`config.mk`:
```
export PLATFORM = sky130hd
export DESIGN_NAME = bodslp_ctrl
export DESIGN_NICKNAME = d
export VERILOG_FILES = /design/src/rtl/bodslp_pkg.sv /design/src/rtl/bodslp_unlock.sv /design/src/rtl/bodslp_mcureg.sv /design/src/rtl/bodslp_gate.sv /design/src/rtl/bodslp_ctrl.sv
export SDC_FILE = /design/constraint.sdc
export NUM_CORES = 1
export LEC_CHECK = 0
export ABC_AREA = 1
export BUFFER_PORTS_ARGS = -buffer_cell sky130_fd_sc_hd__buf_2
export CORE_MARGIN = 10
export CORE_UTILIZATION = 43
export CTS_CLUSTER_DIAMETER = 150
export DETAILED_ROUTE_END_ITERATION = 8
export GPL_ROUTABILITY_DRIVEN = 0
export PLACE_DENSITY = 0.87
export RECOVER_POWER = 25
export SYNTH_ARGS = -nofsm -noshare
export SYNTH_HDL_FRONTEND = slang
export SYNTH_SLANG_ARGS = --single-unit
```
`constraint.sdc`:
```
create_clock -name clk -period 1.73 [get_ports clk]
set_input_delay 0.0865 -clock clk [delete_from_list [all_inputs] [get_ports clk]]
set_output_delay 0.0865 -clock clk [all_outputs]
set_load 0.01 [all_outputs]
```
`src/rtl/bodslp_pkg.sv`:
```
package bodslp_pkg;

    localparam int ADDR_W = 6;
    localparam int DATA_W = 8;

    localparam logic [ADDR_W-1:0] BOD_ADDR = 6'h30;
    localparam logic [ADDR_W-1:0] MCU_ADDR = 6'h35;

    // Writable bits of the general control register
    localparam logic [DATA_W-1:0] MCU_MASK = 8'h7B;

    // Bit 1 = flag, bit 0 = enable
    localparam logic [1:0] PAT_ARM    = 2'b11;
    localparam logic [1:0] PAT_COMMIT = 2'b10;

    typedef enum logic [1:0] {
        UL_IDLE,
        UL_ARMED,
        UL_PEND,
        UL_LIVE
    } ul_state_t;

    typedef enum logic {
        GT_AWAKE,
        GT_BODOFF
    } gt_state_t;

endpackage

```
`src/rtl/bodslp_unlock.sv`:
```
module bodslp_unlock
    import bodslp_pkg::*;
#(
    parameter int WINDOW = 4,
    parameter int DELAY  = 3,
    parameter int HOLD   = 3
) (
    input  logic       clk,
    input  logic       rst_n,
    input  logic       wr_hit,
    input  logic [1:0] wr_bits,
    output logic       flag_rd,
    output logic       enab_rd,
    output logic       live
);

    localparam int CNT_MAX = (WINDOW > DELAY) ? ((WINDOW > HOLD) ? WINDOW : HOLD)
                                              : ((DELAY > HOLD) ? DELAY : HOLD);
    localparam int CW = (CNT_MAX < 2) ? 1 : $clog2(CNT_MAX);
    localparam logic [CW-1:0] WIN_LAST = CW'(WINDOW - 1);
    localparam logic [CW-1:0] DLY_LAST = CW'(DELAY - 1);
    localparam logic [CW-1:0] HLD_LAST = CW'(HOLD - 1);

    ul_state_t     st, st_n;
    logic [CW-1:0] cnt, cnt_n;

    always_ff @(posedge clk) begin
        if (!rst_n) begin
            st  <= UL_IDLE;
            cnt <= '0;
        end else begin
            st  <= st_n;
            cnt <= cnt_n;
        end
    end

    always_comb begin
        st_n  = st;
        cnt_n = cnt;
        unique case (st)
            UL_IDLE: begin
                if (wr_hit && wr_bits == PAT_ARM) begin       // ARM
                    st_n  = UL_ARMED;
                    cnt_n = '0;
                end
            end
            UL_ARMED: begin
                if (wr_hit) begin
                    cnt_n = '0;
                    if (wr_bits == PAT_COMMIT) st_n = UL_PEND; // COMMIT
                    else                       st_n = UL_IDLE; // ABORT
                end else if (cnt == WIN_LAST) begin           // EXPIRE
                    st_n  = UL_IDLE;
                    cnt_n = '0;
                end else begin
                    cnt_n = cnt + 1'b1;
                end
            end
            UL_PEND: begin
                if (cnt == DLY_LAST) begin                    // MATURE
                    st_n  = UL_LIVE;
                    cnt_n = '0;
                end else begin
                    cnt_n = cnt + 1'b1;
                end
            end
            UL_LIVE: begin
                if (cnt == HLD_LAST) begin                    // LAPSE
                    st_n  = UL_IDLE;
                    cnt_n = '0;
                end else begin
                    cnt_n = cnt + 1'b1;
                end
            end
            default: begin
                st_n  = UL_IDLE;
                cnt_n = '0;
            end
        endcase
    end

    always_comb begin
        flag_rd = (st != UL_IDLE);
        enab_rd = (st == UL_ARMED);
        live    = (st == UL_LIVE);
    end

    AST_PEND_FROM_ARMED: assert property (@(posedge clk) disable iff (!rst_n)
        (st == UL_PEND && $past(st) != UL_PEND) |-> $past(st) == UL_ARMED);
    AST_LIVE_FROM_PEND: assert property (@(posedge clk) disable iff (!rst_n)
        (st == UL_LIVE && $past(st) != UL_LIVE) |-> $past(st) == UL_PEND);
    AST_WINDOW_BOUND: assert property (@(posedge clk) disable iff (!rst_n)
        (st == UL_ARMED) |-> cnt <= WIN_LAST);
    AST_PEND_IGNORES_WRITES: assert property (@(posedge clk) disable iff (!rst_n)
        (st == UL_PEND && cnt != DLY_LAST) |=> st == UL_PEND);

endmodule

```
`src/rtl/bodslp_mcureg.sv`:
```
module bodslp_mcureg
    import bodslp_pkg::*;
(
    input  logic              clk,
    input  logic              rst_n,
    input  logic              wr_hit,
    input  logic [DATA_W-1:0] wdata,
    output logic [DATA_W-1:0] q,
    output logic              pullup_off,
    output logic              sleep_en,
    output logic [1:0]        sleep_mode,
    output logic [1:0]        int_sense
);

    logic [DATA_W-1:0] r;

    always_ff @(posedge clk) begin
        if (!rst_n)      r <= '0;
        else if (wr_hit) r <= wdata & MCU_MASK;
    end

    always_comb begin
        q          = r;
        pullup_off = r[6];
        sleep_en   = r[5];
        sleep_mode = r[4:3];
        int_sense  = r[1:0];
    end

    AST_RSVD_BITS_ZERO: assert property (@(posedge clk) disable iff (!rst_n)
        (r[7] == 1'b0 && r[2] == 1'b0));

endmodule

```
`src/rtl/bodslp_gate.sv`:
```
module bodslp_gate
    import bodslp_pkg::*;
(
    input  logic clk,
    input  logic rst_n,
    input  logic sleep_op,
    input  logic sleep_en,
    input  logic live,
    input  logic wake,
    output logic sleep_req,
    output logic bod_off
);

    gt_state_t st, st_n;

    always_ff @(posedge clk) begin
        if (!rst_n) st <= GT_AWAKE;
        else        st <= st_n;
    end

    always_comb begin
        st_n = st;
        unique case (st)
            GT_AWAKE:  if (!wake && sleep_op && sleep_en && live) st_n = GT_BODOFF; // SLEEP_OFF
            GT_BODOFF: if (wake) st_n = GT_AWAKE;                                    // WAKE
            default:   st_n = GT_AWAKE;
        endcase
    end

    always_comb begin
        sleep_req = sleep_op & sleep_en;
        bod_off   = (st == GT_BODOFF);
    end

    AST_OFF_NEEDS_QUAL: assert property (@(posedge clk) disable iff (!rst_n)
        $rose(bod_off) |-> $past(sleep_op && sleep_en && live));
    AST_WAKE_CLEARS: assert property (@(posedge clk) disable iff (!rst_n)
        wake |=> !bod_off);
    AST_OFF_HOLDS: assert property (@(posedge clk) disable iff (!rst_n)
        (bod_off && !wake) |=> bod_off);

endmodule

```
`src/rtl/bodslp_ctrl.sv`:
```
module bodslp_ctrl
    import bodslp_pkg::*;
#(
    parameter int WINDOW = 4,
    parameter int DELAY  = 3,
    parameter int HOLD   = 3
) (
    input  logic              clk,
    input  logic              rst_n,
    input  logic [ADDR_W-1:0] bus_addr,
    input  logic              bus_we,
    input  logic [DATA_W-1:0] bus_wdata,
    output logic [DATA_W-1:0] bus_rdata,
    input  logic              sleep_op,
    input  logic              wake,
    output logic              sleep_en,
    output logic [1:0]        sleep_mode,
    output logic              pullup_off,
    output logic [1:0]        int_sense,
    output logic              sleep_req,
    output logic              bod_off
);

    logic              bod_hit, mcu_hit;
    logic              flag_rd, enab_rd, live;
    logic [DATA_W-1:0] mcu_q;

    assign bod_hit = bus_we && (bus_addr == BOD_ADDR);
    assign mcu_hit = bus_we && (bus_addr == MCU_ADDR);

    bodslp_unlock #(.WINDOW(WINDOW), .DELAY(DELAY), .HOLD(HOLD)) u_unlock (
        .clk     (clk),
        .rst_n   (rst_n),
        .wr_hit  (bod_hit),
        .wr_bits (bus_wdata[1:0]),
        .flag_rd (flag_rd),
        .enab_rd (enab_rd),
        .live    (live)
    );

    bodslp_mcureg u_mcureg (
        .clk        (clk),
        .rst_n      (rst_n),
        .wr_hit     (mcu_hit),
        .wdata      (bus_wdata),
        .q          (mcu_q),
        .pullup_off (pullup_off),
        .sleep_en   (sleep_en),
        .sleep_mode (sleep_mode),
        .int_sense  (int_sense)
    );

    bodslp_gate u_gate (
        .clk       (clk),
        .rst_n     (rst_n),
        .sleep_op  (sleep_op),
        .sleep_en  (sleep_en),
        .live      (live),
        .wake      (wake),
        .sleep_req (sleep_req),
        .bod_off   (bod_off)
    );

    always_comb begin
        if (bus_addr == BOD_ADDR)      bus_rdata = {6'b0, flag_rd, enab_rd};
        else if (bus_addr == MCU_ADDR) bus_rdata = mcu_q;
        else                           bus_rdata = '0;
    end

    AST_REQ_GATED: assert property (@(posedge clk) disable iff (!rst_n)
        sleep_req |-> sleep_en);
    AST_BOD_HIGH_ZERO: assert property (@(posedge clk) disable iff (!rst_n)
        (bus_addr == BOD_ADDR) |-> bus_rdata[7:2] == 6'b0);

endmodule

```
==> results of run 1 <==
[worst paths after layout]
kind	start	endpoint	slack [ns]	depth (start not counted)
setup / recovery	u_unlock.st[0]	bus_rdata[0]	0.37	5
hold / removal	bus_wdata[5]	u_mcureg.q[5]	0.10	3
setup reg to reg	u_unlock.cnt[0]	flip-flop	0.44	7
hold reg to reg	u_mcureg.q[6]	u_mcureg.q[6]	0.47	2
[cell type report]
| type | count | area, um^2 |
|---|---|---|
| sequential | 11 | 220 |
| clock buffer | 4 | 26.3 |
| inverter | 20 | 75.1 |
| multi-input combinational | 60 | 374 |
| timing repair buffer | 31 | 153 |
| tap | 16 | 20.0 |
| fill | 155 | 638 |
[per-stage QoR]
step | setup WS (ns) | hold WS (ns) | cell area [um^2] | power (mW) | utilization, %
global placement | 0.477 | 0.255 | 840 | 0.474 | 55.7
floorplan | 0.532 | 0.166 | 689 | 0.435 | -
global route | 0.306 | 0.135 | 868 | 0.699 | 57.6
detailed placement | 0.447 | 0.254 | 840 | 0.484 | 55.7
CTS | 0.349 | 0.0976 | 876 | 0.657 | 58.1
finish | 0.367 | 0.101 | 868 | 0.650 | 57.6
[sequential cells by signal (all words and copies together) (netlist names), named ones only]
register	count
u_gate.bod_off	1
u_unlock.st	1
u_unlock.cnt	2
u_mcureg.q	6
[timing repair]
action                                  4_1_cts  5_1_grt
hold endpoints to repair                      1        0
endpoints found under the setup margin        0        0
hold buffers                                  1        0
[cells in the mapped netlist (2+ instances only)]
library cell  instances  area [um^2]
o22ai_1               2         12.5
nor2_1                7         26.3
dfxtp_1              11          220
nand3_1               3         15.0
nand2_1              13         48.8
buf_4                 2         15.0
ha_1                  4         50.1
a21oi_1               6         30.0
o21ai_0               6         30.0
inv_2                 3         11.3
inv_1                17         63.8
a31oi_1               3         18.8
nand4_1               3         18.8
nor2_4                3         33.8
[worst min-delay path: stages]
cell and delay (ns):
buf_2 0.07, o21ai_0 0.07, a21oi_1 0.10
[power by group]
group	total, mW	switching, mW	internal (mW)
combinational	0.179	0.111	0.0682
sequential	0.300	0.0259	0.274
clock	0.170	0.0811	0.0892
[cells by family after synthesis]
logic type,count (synthesis),synth area share (%)
other,1,0.547
AOI/OAI and AO/OA,18,14.6
buffers and inverters,23,13.9
and+or+nand+nor,36,31.6
DFF,11,32.1
adders and majority gates,4,7.30
[layer usage]
| layer | wire, um | track usage (%) | vias up | share of wire, % |
|---|---|---|---|---|
| met5 | 0 | 0 | - | 0 |
| met4 | 16 | 2.88 | 0 | 0.94 |
| met3 | 97 | 5.08 | 2 | 5.7 |
| met2 | 898 | 19.0 | 19 | 53 |
| met1 | 686 | 10.2 | 298 | 40 |
| li1 | - | - | 363 | - |
==> metrics.md, run 1 <==
| Metric | Value |
|---|---|
| Initial antenna violation count | `0` |
| CTS Root Cell | `clkbuf_4` |
| Number of remaining DRC errors | `0` |
| Ys Warns | `0` |
| Mapped Cells | `93` |
| Hpwl dp | `1430 um` |
| Most common cell after layout, fill and taps aside | `buf_2` |
| Post-synthesis cell type count | `24` |
| Skew final | `0.00451 ns` |
| # setup viols final | `0` |
| Num CTS Buffers | `3` |
| Mapped cell area | `686 um^2` |
| Max H-tree Level | `1` |
| Total routed wirelength | `1700 um` |
| FF+latch count, synth | `11` |
| Total congestion overflow | `0` |
| Setup bufs post-CTS | `0` |
| # rows | `14` |
| Worst path required time | `1.64 ns` |
| Final Max Slew Viols | `0` |
| Arrival @ worst endpoint | `1.28 ns` |
| Antenna-violating nets left | `0` |
| Fmax | `734 MHz` |
| Post-Layout Cell Count | `142` |
| Synth async-reset ratio | `0%` |
| Seq/Total Area, Yosys | `32.1%` |
| Area Growth Syn to Fin | `26.6%` |
| CP Capture Type | `output pin` |
| Syn_area_per_cell | `7.37 um^2` |
| Slowest library cell on the worst path | `dfxtp_1` |
| Final period util | `78.8%` |
| Worst-skew pair later-pin latency | `0.26 ns` |
| Clock buffer depth | `2` |
| Post-synth EDFFs | `0` |
| CORE AREA | `0.00151 mm^2` |
| VDD IR max | `0.660 mV` |
| Family with the most delay on the worst path | `flip-flops` |
| HP Class | `input port to flip-flop` |
| Main synth FF type | `dfxtp_1` |
| Initial DRC Count | `4` |
| CP Max Fanout | `4` |
| Via/cell ratio | `4.80` |
| Largest net degree at the start of global routing | `13` |
| Max Cap Violations | `0` |
| Pwr dens | `748 mW/mm^2` |
| Lkg Pwr | `0.397 nW` |
| Slowest stage delay, CP | `0.41 ns` |
| Layout cell share with drive strength beyond 1 | `31.0%` |
| CTS tree | `done` |
| I/O pin total | `35` |
| Final TNS setup | `0 ns` |
| Post-CTS Resized | `0` |
| Die area | `0.00359 mm^2` |
| Dpl cells | `137` |
| Total number of vias | `682` |
| Status | `complete, no violations` |
| I/O Buffers | `30` |
| Worst-path clk slew | `0.07 ns` |
| Final hold vios | `0` |
| Clk sink count | `11` |
| Die Height | `59.9 um` |
| Tmin final | `1.36 ns` |
| RSZ-0062 raised after global routing | `false` |
| Routed len/inst | `12.0 um` |
| Vias in the first global route | `740` |
| Nets | `150` |
| DRT Pass-1 Iters | `4` |
| Ant diodes | `0` |
| Die Width | `59.9 um` |
| CP cell instances | `inv_2 > nor2_4 > inv_2 > o22ai_1 > buf_2` |
| Buf+Inv Stages, Crit Path | `3` |
| Most Frequent Cell on Critical Path | `inv_2` |
| Crit Path Class | `flip-flop to output pin` |
| Starting density of the core | `45.5%` |
| First-pass GRT wire length | `2990 um` |
| All-Layer GR Usage | `10.5%` |
| Most frequent cells in the layout | `buf_2, inv_1, nand2_1, dfxtp_1` |
| Startpoint types | `flip-flop` |
Power figures use the tool's default switching activity.
==> run 2, diff against run 1 <==
--- a/config.mk
+++ b/config.mk
@@ -8,11 +8,11 @@
 export ABC_AREA = 1
 export BUFFER_PORTS_ARGS = -buffer_cell sky130_fd_sc_hd__buf_2
 export CORE_MARGIN = 10
-export CORE_UTILIZATION = 43
+export CORE_UTILIZATION = 39
 export CTS_CLUSTER_DIAMETER = 150
 export DETAILED_ROUTE_END_ITERATION = 8
 export GPL_ROUTABILITY_DRIVEN = 0
-export PLACE_DENSITY = 0.87
+export PLACE_DENSITY = 0.84
 export RECOVER_POWER = 25
 export SYNTH_ARGS = -nofsm -noshare
 export SYNTH_HDL_FRONTEND = slang
==> constraint.sdc (replaced) <==
create_clock -name clk -period 1.2 [get_ports clk]
set_input_delay 0.06 -clock clk [delete_from_list [all_inputs] [get_ports clk]]
set_output_delay 0.06 -clock clk [all_outputs]
set_load 0.01 [all_outputs]
==> metrics.md, run 2 (synthesis gave the netlist of run 1 again) <==
| Metric | Value |
|---|---|
| Status | `finished, violations left` |
| Failing checks | `setup timing` |
| Pwr dens | `1130 mW/mm^2 (+51%)` |
| Die area | `0.00384 mm^2 (+6.8%)` |
| Ant diodes | `0 (unchanged)` |
| Final Max Slew Viols | `0 (unchanged)` |
| Total number of vias | `725 (+6.3%)` |
| Slowest stage delay, CP | `0.39 ns (-0.02 ns)` |
| Final setup margin | `-0.0217 ns (-0.388 ns)` |
| Hpwl dp | `1480 um (+3.3%)` |
| GR Util met2 | `15.7% (-3.3 points)` |
| M1 GR Usage | `9.23% (-0.94 points)` |
| First-pass GRT wire length | `2620 um (-13%)` |
| Routed len/inst | `13.3 um (+11%)` |
| Final TNS setup | `-0.0217 ns (-0.0217 ns)` |
| Num CTS Buffers | `3 (unchanged)` |
| Nets | `155 (+3.3%)` |
| Family with the most delay on the worst path | `flip-flops` |
| Area Growth Syn to Fin | `38.0%` |
| Clock power share | `24.4% (-1.8 points)` |
| Startpoint types | `flip-flop` |
| Antenna-violating nets left | `0 (unchanged)` |
| Sw Share | `35.6% (+2.1 points)` |
| Lkg Pwr | `0.446 nW (+12%)` |
| Die Width | `61.9 um (+3.3%)` |
| CTS tree | `done` |
| # rows | `15 (+1)` |
| Skew final | `0.00575 ns (+0.00124 ns)` |
| Dpl cells | `141 (+2.9%)` |
| Largest net degree at the start of global routing | `13 (unchanged)` |
| CTS Root Cell | `clkbuf_4` |
| Slowest library cell on the worst path | `dfxtp_4` |
| Arrival @ worst endpoint | `1.16 ns (-0.12 ns)` |
| Total congestion overflow | `0 (unchanged)` |
| Crit Path Class | `flip-flop to output pin` |
| Starting density of the core | `40.6% (-4.9 points)` |
| Max Cap Violations | `0 (unchanged)` |
| DRT Pass-1 Iters | `4 (unchanged)` |
| CP Max Fanout | `4 (unchanged)` |
| CP cell instances | `inv_4 > nor2_4 > inv_2 > o22ai_1 > buf_2` |
| CP Capture Type | `output pin` |
| # setup viols final | `1 (+1)` |
| CORE AREA | `0.00169 mm^2 (+12%)` |
| Vias in the first global route | `636 (-14%)` |
| Post-Layout Cell Count | `148 (+4.2%)` |
| I/O pin total | `35 (unchanged)` |
| VDD IR max | `0.556 mV (-16%)` |
| Number of remaining DRC errors | `0 (unchanged)` |
| Sequential power share | `41.4% (-4.8 points)` |
| Final period util | `102%` |
| Max H-tree Level | `1 (unchanged)` |
| Met3 usage | `4.47% (-0.61 points)` |
| Clock buffer depth | `2 (unchanged)` |
| Buf+Inv Stages, Crit Path | `3 (unchanged)` |
| GR peak layer | `met2` |
| Layout cell share with drive strength beyond 1 | `42.7% (+12 points)` |
| Most frequent cells in the layout | `buf_2, inv_1, nand2_1, dfxtp_1, nor2_1` |
| Tmin final | `1.22 ns` |
| HP Class | `input port to flip-flop` |
| Max FFs per register | `6 (unchanged)` |
| Clk sink count | `11 (unchanged)` |
| Internal power | `0.690 mW (+60%)` |
| Worst path required time | `1.14 ns (-0.50 ns)` |
| Total routed wirelength | `1960 um (+16%)` |
| Worst-path clk slew | `0.08 ns (about the same)` |
| Combinational Power Share | `34.2% (+6.6 points)` |
| Initial DRC Count | `14 (+10)` |
| Most common cell after layout, fill and taps aside | `buf_2` |
| Worst-skew pair later-pin latency | `0.28 ns (+0.02 ns)` |
| Post-Place Setup Slack | `0.0275 ns (-0.419 ns)` |
| All-Layer GR Usage | `9.13% (-1.3 points)` |
| Fmax | `819 MHz` |
| P_sw | `0.382 mW (+75%)` |
| Final hold vios | `0 (unchanged)` |
| RSZ-0062 raised after global routing | `true` |
| Via/cell ratio | `4.90 (+2.0%)` |
| R2R Setup Slk | `0.06 ns (-0.38 ns)` |
| Initial antenna violation count | `0 (unchanged)` |
| I/O Buffers | `30 (unchanged)` |
| Die Height | `61.9 um (+3.3%)` |
run 2: area by class of cell:
type	count	area, um^2
flip-flops and latches	11	229
fillers	158	743
inverters	20	77.6
well taps	17	21.3
clock inverters	1	5.00
clock buffers	3	22.5
multi-input cells	60	398
repair buffers	36	193
run 2: timing repair:
item / in CTS / in global routing
hold endpoints to repair: 1 / 0
resized for setup: 2 / 10
hold buffers: 1 / 0
setup buffers: 0 / 2
endpoints found under the setup margin: 2 / 4
pin swaps: 0 / 6
run 2: through the flow:
step	hold slack (ns)	total power [mW]	util [%]	cell area (um^2)
floorplan	0.139	0.627	-	689
global placement	0.226	0.718	51.1	863
detailed placement	0.227	0.738	51.1	863
CTS	0.0555	1.00	53.5	903
global route	0.0757	1.13	56.0	946
finish	0.0596	1.07	56.0	946
run 2: path summary, 6_finish.rpt:
check	cells past startpoint	end	from
setup / recovery	5	bus_rdata[0]	u_unlock.st[0]
hold / removal	3	u_mcureg.q[4]	bus_wdata[4]
setup reg to reg	7	flip-flop	u_unlock.cnt[0]
hold reg to reg	2	u_mcureg.q[0]	u_mcureg.q[0]
run 2: per-layer routing:
metal	vias up	routed length, um
met4	0	17
met5	-	0
met2	28	1070
met3	2	151
li1	374	-
met1	321	720
run 2: power groups by stage:
stage,Sequential [mW],Combinational [mW],Clock [mW]
2_1_floorplan,0.433,0.194,0
3_3_place_gp,0.433,0.285,0
3_5_place_dp,0.432,0.306,0
4_1_cts,0.428,0.307,0.265
5_1_grt,0.449,0.410,0.276
6_report,0.444,0.367,0.262
run 2: tightest hold or removal path: cells and delay by family:
kind                   cells  cell delay (ns)
AO/OA/AOI/OAI              2             0.17
buffers and inverters      1             0.07
